`src/rtl/cfg_addr_xlate.sv`:
```
module cfg_addr_xlate #(
  parameter int OFF_W  = 22,
  parameter int SEL_LO = 11,
  parameter int NSEL   = 11,
  parameter int DW     = 32,
  parameter int IO_IDX = 12'hCF8,
  parameter int IO_DAT = 12'hCFC,
  localparam int DEV_W = $clog2(NSEL + 1),
  localparam int CA_W  = SEL_LO + DEV_W,
  localparam int NB    = DW / 8,
  localparam int LB    = $clog2(NB)
) (
  input  logic             clk,
  input  logic             rst_n,
  input  logic             req,
  input  logic             is_io,
  input  logic [OFF_W-1:0] off,
  input  logic             we,
  input  logic [1:0]       size,
  input  logic [DW-1:0]    wdata,
  output logic             rsp_valid,
  output logic [DW-1:0]    rsp_data,
  output logic             cfg_req,
  output logic             cfg_we,
  output logic [CA_W-1:0]  cfg_addr,
  output logic [NB-1:0]    cfg_be,
  output logic [DW-1:0]    cfg_wdata,
  input  logic [DW-1:0]    cfg_rdata,
  input  logic             cfg_hit
);

  logic [DW-1:0]    idx_q;
  logic [DEV_W-1:0] dev;
  logic [LB-1:0]    lane, sh;
  logic [NB-1:0]    be_c;
  logic [DW-1:0]    wsh;
  logic             hit_idx, hit_dat, go;
  logic [CA_W-1:0]  addr_c;

  logic             rd_q, src_cfg_q;
  logic [DW-1:0]    loc_q;
  logic [LB-1:0]    sh_q;
  logic [1:0]       sz_q;
  logic [DW-1:0]    raw, down;

  assign lane    = off[LB-1:0];
  assign hit_idx = is_io && (off[OFF_W-1:2] == (OFF_W-2)'(IO_IDX >> 2));
  assign hit_dat = is_io && (off[OFF_W-1:2] == (OFF_W-2)'(IO_DAT >> 2));
  assign go      = req && (!is_io || (hit_dat && idx_q[DW-1]));

  always_comb begin
    dev = DEV_W'(NSEL);
    for (int i = NSEL - 1; i >= 0; i--)
      if (off[SEL_LO+i]) dev = DEV_W'(i);
  end

  always_comb begin
    case (size)
      2'd0: begin
        sh   = lane;
        be_c = NB'(1) << lane;
      end
      2'd1: begin
        sh   = {lane[LB-1:1], 1'b0};
        be_c = NB'(3) << sh;
      end
      default: begin
        sh   = '0;
        be_c = '1;
      end
    endcase
  end

  assign wsh    = wdata << {sh, 3'b000};
  assign addr_c = is_io ? {idx_q[CA_W-1:2], lane} : {dev, off[SEL_LO-1:0]};

  always_ff @(posedge clk or negedge rst_n) begin
    if (!rst_n) begin
      idx_q <= '0;
    end else if (req && hit_idx && we) begin
      for (int b = 0; b < NB; b++)
        if (be_c[b]) idx_q[8*b +: 8] <= wsh[8*b +: 8];
    end
  end

  always_ff @(posedge clk or negedge rst_n) begin
    if (!rst_n) begin
      cfg_req   <= 1'b0;
      cfg_we    <= 1'b0;
      cfg_addr  <= '0;
      cfg_be    <= '0;
      cfg_wdata <= '0;
      rd_q      <= 1'b0;
      src_cfg_q <= 1'b0;
      loc_q     <= '0;
      sh_q      <= '0;
      sz_q      <= '0;
    end else begin
      cfg_req   <= go;
      cfg_we    <= go && we;
      cfg_addr  <= go ? addr_c : '0;
      cfg_be    <= go ? be_c : '0;
      cfg_wdata <= go ? wsh : '0;
      rd_q      <= req && !we;
      src_cfg_q <= go && !we;
      loc_q     <= hit_idx ? idx_q : '1;
      sh_q      <= sh;
      sz_q      <= size;
    end
  end

  assign raw  = src_cfg_q ? (cfg_hit ? cfg_rdata : '1) : loc_q;
  assign down = raw >> {sh_q, 3'b000};

  always_ff @(posedge clk or negedge rst_n) begin
    if (!rst_n) begin
      rsp_valid <= 1'b0;
      rsp_data  <= '0;
    end else begin
      rsp_valid <= rd_q;
      case (sz_q)
        2'd0:    rsp_data <= {{(DW-8){1'b0}}, down[7:0]};
        2'd1:    rsp_data <= {{(DW-16){1'b0}}, down[15:0]};
        default: rsp_data <= down;
      endcase
    end
  end

endmodule


```
`config.mk`:
```
export PLATFORM = sky130hd
export DESIGN_NAME = cfg_addr_xlate
export DESIGN_NICKNAME = d
export VERILOG_FILES = /design/src/rtl/cfg_addr_xlate.sv
export SDC_FILE = /design/constraint.sdc
export NUM_CORES = 1
export LEC_CHECK = 0
export BUFFER_PORTS_ARGS = -buffer_cell sky130_fd_sc_hd__buf_2
export CAP_MARGIN = 20
export CORE_ASPECT_RATIO = 1.4
export CORE_MARGIN = 3
export CORE_UTILIZATION = 51
export CTS_BUF_LIST = sky130_fd_sc_hd__clkbuf_2 sky130_fd_sc_hd__clkbuf_4 sky130_fd_sc_hd__clkbuf_8
export DETAILED_ROUTE_END_ITERATION = 8
export HOLD_SLACK_MARGIN = 0.02
export PLACE_DENSITY = 0.82
export SYNTH_ARGS = -nofsm -noshare
export SYNTH_HDL_FRONTEND = slang
export SYNTH_SLANG_ARGS = --single-unit
```
`constraint.sdc`:
```
create_clock -name clk -period 3 [get_ports clk]
set_input_delay 0.3 -clock clk [delete_from_list [all_inputs] [get_ports clk]]
set_output_delay 0.3 -clock clk [all_outputs]
set_load 0.05 [all_outputs]
```
## After elaboration in Yosys (flattened, before gate mapping)

Cells that the tools add are included.

| storage, ports and cells | value |
|---|---|
| flip-flop bits (word level) | 156 |
| output and inout port bits | 86 |

| cells by class | value |
|---|---|
| reduce and logical (&&, ||, !) cells | 18 |
| mux-type cells | 21 |
| shifts and indexed selects | 4 |
| equal/unequal tests | 4 |

Operators with widths:

| operator | count |
|---|---|
| $mux 32 | 4 |
| $pmux 32 s2 | 1 |
| $eq 20x10->1 const B | 2 |
| $mux 4 | 9 |
| $shl 32x5->32 | 1 |
| $shr 32x5->32 | 1 |
| $mux 15 | 2 |
| $logic_and 1x1->1 | 9 |
| $pmux 4 s2 | 1 |
| $reduce_and 2->1 | 4 |
| $eq 2x1->1 const B | 2 |
| $logic_not 2->1 | 2 |
| $mux 2 | 2 |
| $pmux 2 s2 | 1 |
| $shl 1x2->4 const A | 1 |
| $shl 2x2->4 const A | 1 |
| $logic_not 1->1 | 2 |
| $logic_or 1x1->1 | 1 |
| $mux 1 | 1 |

## Longest topological paths before layout

| logic depth | value |
|---|---|
| depth in word-level cells | 13 |
| gate-level depth with buffers | 7 |
| depth with buffers taken out | 5 |

## Worst setup path after synthesis

OpenSTA, ideal clock, no wires.

| path | value |
|---|---|
| kind | input to register |
| start point | input off[15] |
| end point | register idx_q[24] |
| setup slack | 1.072 ns |
| data required time | 2.875 ns |
| arrival | 1.803 ns |
| stages | 5 |
| library setup time | 0.125 ns |
| cells stage by stage | or4_1 > nor3_2 > and3b_1 > buf_4 > mux2_2 |

| on the way | value |
|---|---|
| longest elaborated chain between the ends | 5 |

RTL lines:

| item | line | source |
|---|---|---|
| start, declared | 17 | `input logic [OFF_W-1:0] off,` |
| $eq 20x10->1 | 47 | `assign hit_idx = is_io && (off[OFF_W-1:2] == (OFF_W-2)'(IO_IDX >> 2));` |
| $logic_and 1x1->1 | 47 |  |
| $logic_and 1x1->1 (2 in series) | 80 | `end else if (req && hit_idx && we) begin` |
| $reduce_and 2->1 (no source line) | - |  |
| end signal, assigned by index | 82 | `if (be_c[b]) idx_q[8*b +: 8] <= wsh[8*b +: 8];` |
| end, declared | 32 | `logic [DW-1:0] idx_q;` |

Every way passes these cells.
A chain may end at the register's enable or synchronous reset.

## Worst setup path in the final report

| path | value |
|---|---|
| start point | input size[0] |
| end point | register idx_q[17] |

| on the way | value |
|---|---|
| longest elaborated chain between the ends | 3 |
| elaborated cells between the ends (all ways) | 6 |

RTL lines:

| item | line | source |
|---|---|---|
| start, declared | 19 | `input logic [1:0] size,` |
| $eq 2x1->1 or $logic_not 2->1 (tied branches) | 58 | `case (size)` |
| $pmux 2 s2 or $pmux 4 s2 (tied branches) | 58 |  |
| $shl 32x5->32 or $reduce_and 2->1 (tied branches) | - |  |

Several ways; a longest one is shown, not always the timed one.

==> impl_metrics.tcl <==
set metrics [dict create \
    status "finished clean" \
    rsz0062_at_grt "no" \
    clkTransAtPathRegs_ns 0.08 \
    fmax_ghz 0.440 \
    multiInputGateArea_um2 2430 \
    p_total_mw 4.39 \
    synth_seq_cells 156 \
    dr.pass1.iters 5 \
    slowest_stage "dlygate4sd3_1" \
    yosysTopAreaCellShare 0.599 \
    htree_levels 4 \
    arrival_ns 2.62 \
    final_layout_size_suffix_gt1_frac 0.353 \
    grt_max_degree 73 \
    start_util 0.524 \
    wirelength_um 16800 \
    clkSinkCount 156 \
    ys_types 43 \
    hold_depth 1 \
    vias 4941 \
    fin_skew_ns 0.0123 \
    synth.net_count 655 \
    clk_latency_ns 0.44 \
    yosys_warnings 0 \
    fin_crit_sh 0.757 \
    cpLargestDelayFamily "buffers and inverters" \
    diodes 0 \
    overflow 0 \
    yosys-top-cells-area "dfrtp_1 (60%), mux2i_1 (6.1%), mux2_2 (4.1%), nand2b_1 (3.2%), o22ai_1 (3.1%)" \
    via_per_inst 5.53 \
    timing.slew.headroom 0.364 \
    syn_area_um2 6510 \
    cp-end-kind "flip-flop" \
    ys_seq_area_frac 0.599 \
    syn_area_per_cell_um2 11.6 \
    synth_edf_count 0 \
    p_leak_nw 3.66 \
    ios 180 \
    required_ns 3.34 \
    cts_resized 0 \
    grt_pass1_wl_um 26100 \
    grtUsageTotal 0.244 \
    critPathMaxStageDelay_ns 0.55 \
    wl_per_cell_um 18.8 \
    r2r_cells 5 \
    placementRows 48 \
    hold_viol 0 \
    worstSetupPathType "input port to flip-flop" \
    cts-hold-fix-buffers 2 \
    fin_nets 825 \
    startpoint_type "input port" \
    drcViolationCount 0 \
    crit_buf_inv 3 \
    syn_to_final_growth_pct 22.4 \
    synth_cells 561 \
    antenna_found_initial 1 \
    synth_ff_type "dfrtp_1" \
    synthTopCellsByCount "dfrtp_1 (156), nor2_1 (47), mux2i_1 (40)" \
    cts-root-buf "clkbuf_8" \
    clk_path_buf_depth 2 \
    finalSetupViolations 0 \
    tightestPinTransition_ns 0.953 \
    cap_violations 0 \
    first_global_vias 4943 \
    place.gp.congestion 0.929 \
    layout_min_cycle_time_ns 2.27 \
    dp_hpwl_um 13000 \
    post_cts_buffers 0 \
    numCtsBuffers 17 \
    die_w_um 102 \
    timing_max_transition_violations_final 0 \
    async_reset_ff_frac 1.00 \
    path_cells "dlygate4sd3_1 -> buf_2 -> nor3b_2 -> buf_4 -> nor2b_1 -> a21oi_1 -> o21ai_0" \
    vdd_drop_max_uv 463 \
    yosysMostFrequentCell "dfrtp_1" \
    cp.depth 7 \
    yosysTopAreaCell "dfrtp_1" \
    ff_latch_area_um2 3900 \
    fin_tns_setup_ns 0 \
    fill_cells 974 \
    postRouteAntennaNets 0 \
    die_h_um 140 \
    first_iter_violations 375 \
    core_area_um2 12400 \
    power.density_nw_per_um2 551 \
    timing.critical_path.fanout_max 24 \
    dieArea_um2 14200 \
    portBuffers 179 \
    hold_class "input port to flip-flop" \
    tritoncts "yes" \
]
worst register-to-register path: cells and delay by family, from the launching register on:
kind | cells | cell delay, ns
AOI/OAI and AO/OA | 2 | 0.73
buffers and inverters | 1 | 0.25
DFF | 1 | 0.60
muxes | 1 | 0.20
and+or+nand+nor | 1 | 0.09
per-stage QoR:
| step | cells | util | setup slack, ns | hold WS, ns | area [µm²] |
|---|---|---|---|---|---|
| after floorplan | 561 | - | 1.07 | 0.00441 | 6510 |
| after global placement | 859 | 0.605 | 0.702 | 0.308 | 7520 |
| after detailed placement | 859 | 0.605 | 0.624 | 0.320 | 7520 |
| after CTS | 892 | 0.640 | 0.820 | 0.0423 | 7950 |
| after global routing | 893 | 0.641 | 0.581 | 0.0437 | 7970 |
| final | 893 | 0.641 | 0.728 | 0.0633 | 7970 |
area by class of cell:
class	instances	area share
Clock buffer	21	0.0347
Inverter	5	0.00236
Timing Repair Buffer	191	0.128
Tap cell	150	0.0236
Sequential cell	156	0.490
Clock inverter	10	0.0174
Multi-Input combinational cell	360	0.304
where the power goes:
part           total, mW  internal [mW]  switching (mW)  leakage, nW
clock network       1.61          0.883           0.726        0.213
logic              0.595          0.172           0.423         1.56
registers           2.19           2.16          0.0302         1.89
worst paths after layout:
check / from / to / slack [ns]
max in group asynchronous: rst_n / idx_q[23]$_DFFE_PN0P_ / 1.83
min in group asynchronous: rst_n / rsp_data[6]$_DFF_PN0_ / 0.40
hold / removal: size[1] / sz_q[1]$_DFF_PN0_ / 0.06
setup reg to reg: src_cfg_q$_DFF_PN0_ / rsp_data[10]$_DFF_PN0_ / 1.02
setup / recovery: size[0] / idx_q[17]$_DFFE_PN0P_ / 0.73
hold reg to reg: rd_q$_DFF_PN0_ / rsp_valid$_DFF_PN0_ / 0.36
cells in the final DEF, fill, tap and decap left out, types with 19 or more instances in the layout:
cell type / count
a21oi_1: 19
buf_2: 178
clkbuf_8: 19
dfrtp_1: 156
mux2_2: 24
mux2i_1: 40
nand2_1: 19
nand2b_1: 33
nor2_1: 47
nor2b_1: 19
o21ai_0: 34
o22ai_1: 32
sequential cells by signal (all words and copies together) (netlist names):
register and count:
cfg_we 1, sz_q 2, loc_q 32, rsp_data 32, cfg_wdata 32, rsp_valid 1
cfg_req 1, rd_q 1, cfg_addr 15, cfg_be 4, sh_q 2, src_cfg_q 1
idx_q 32
logic make-up (layout without fill, tap and decap cells):
group                  after synthesis  after routing  synth area share
AND/OR/NAND/NOR                    186            186             0.163
buffers and inverters               45            227            0.0302
flip-flops                         156            156             0.599
AO/OA/AOI/OAI                      110            110             0.105
multiplexers                        64             64             0.103
routing by layer:
layer	vias up	GRT usage	wire [µm]
met2	220	0.406	8530
met4	2	0.116	681
met3	46	0.0572	997
met1	2369	0.295	6560
met5	-	0	7
li1	2304	-	-
No activity file was read; power rests on OpenSTA's default activity.
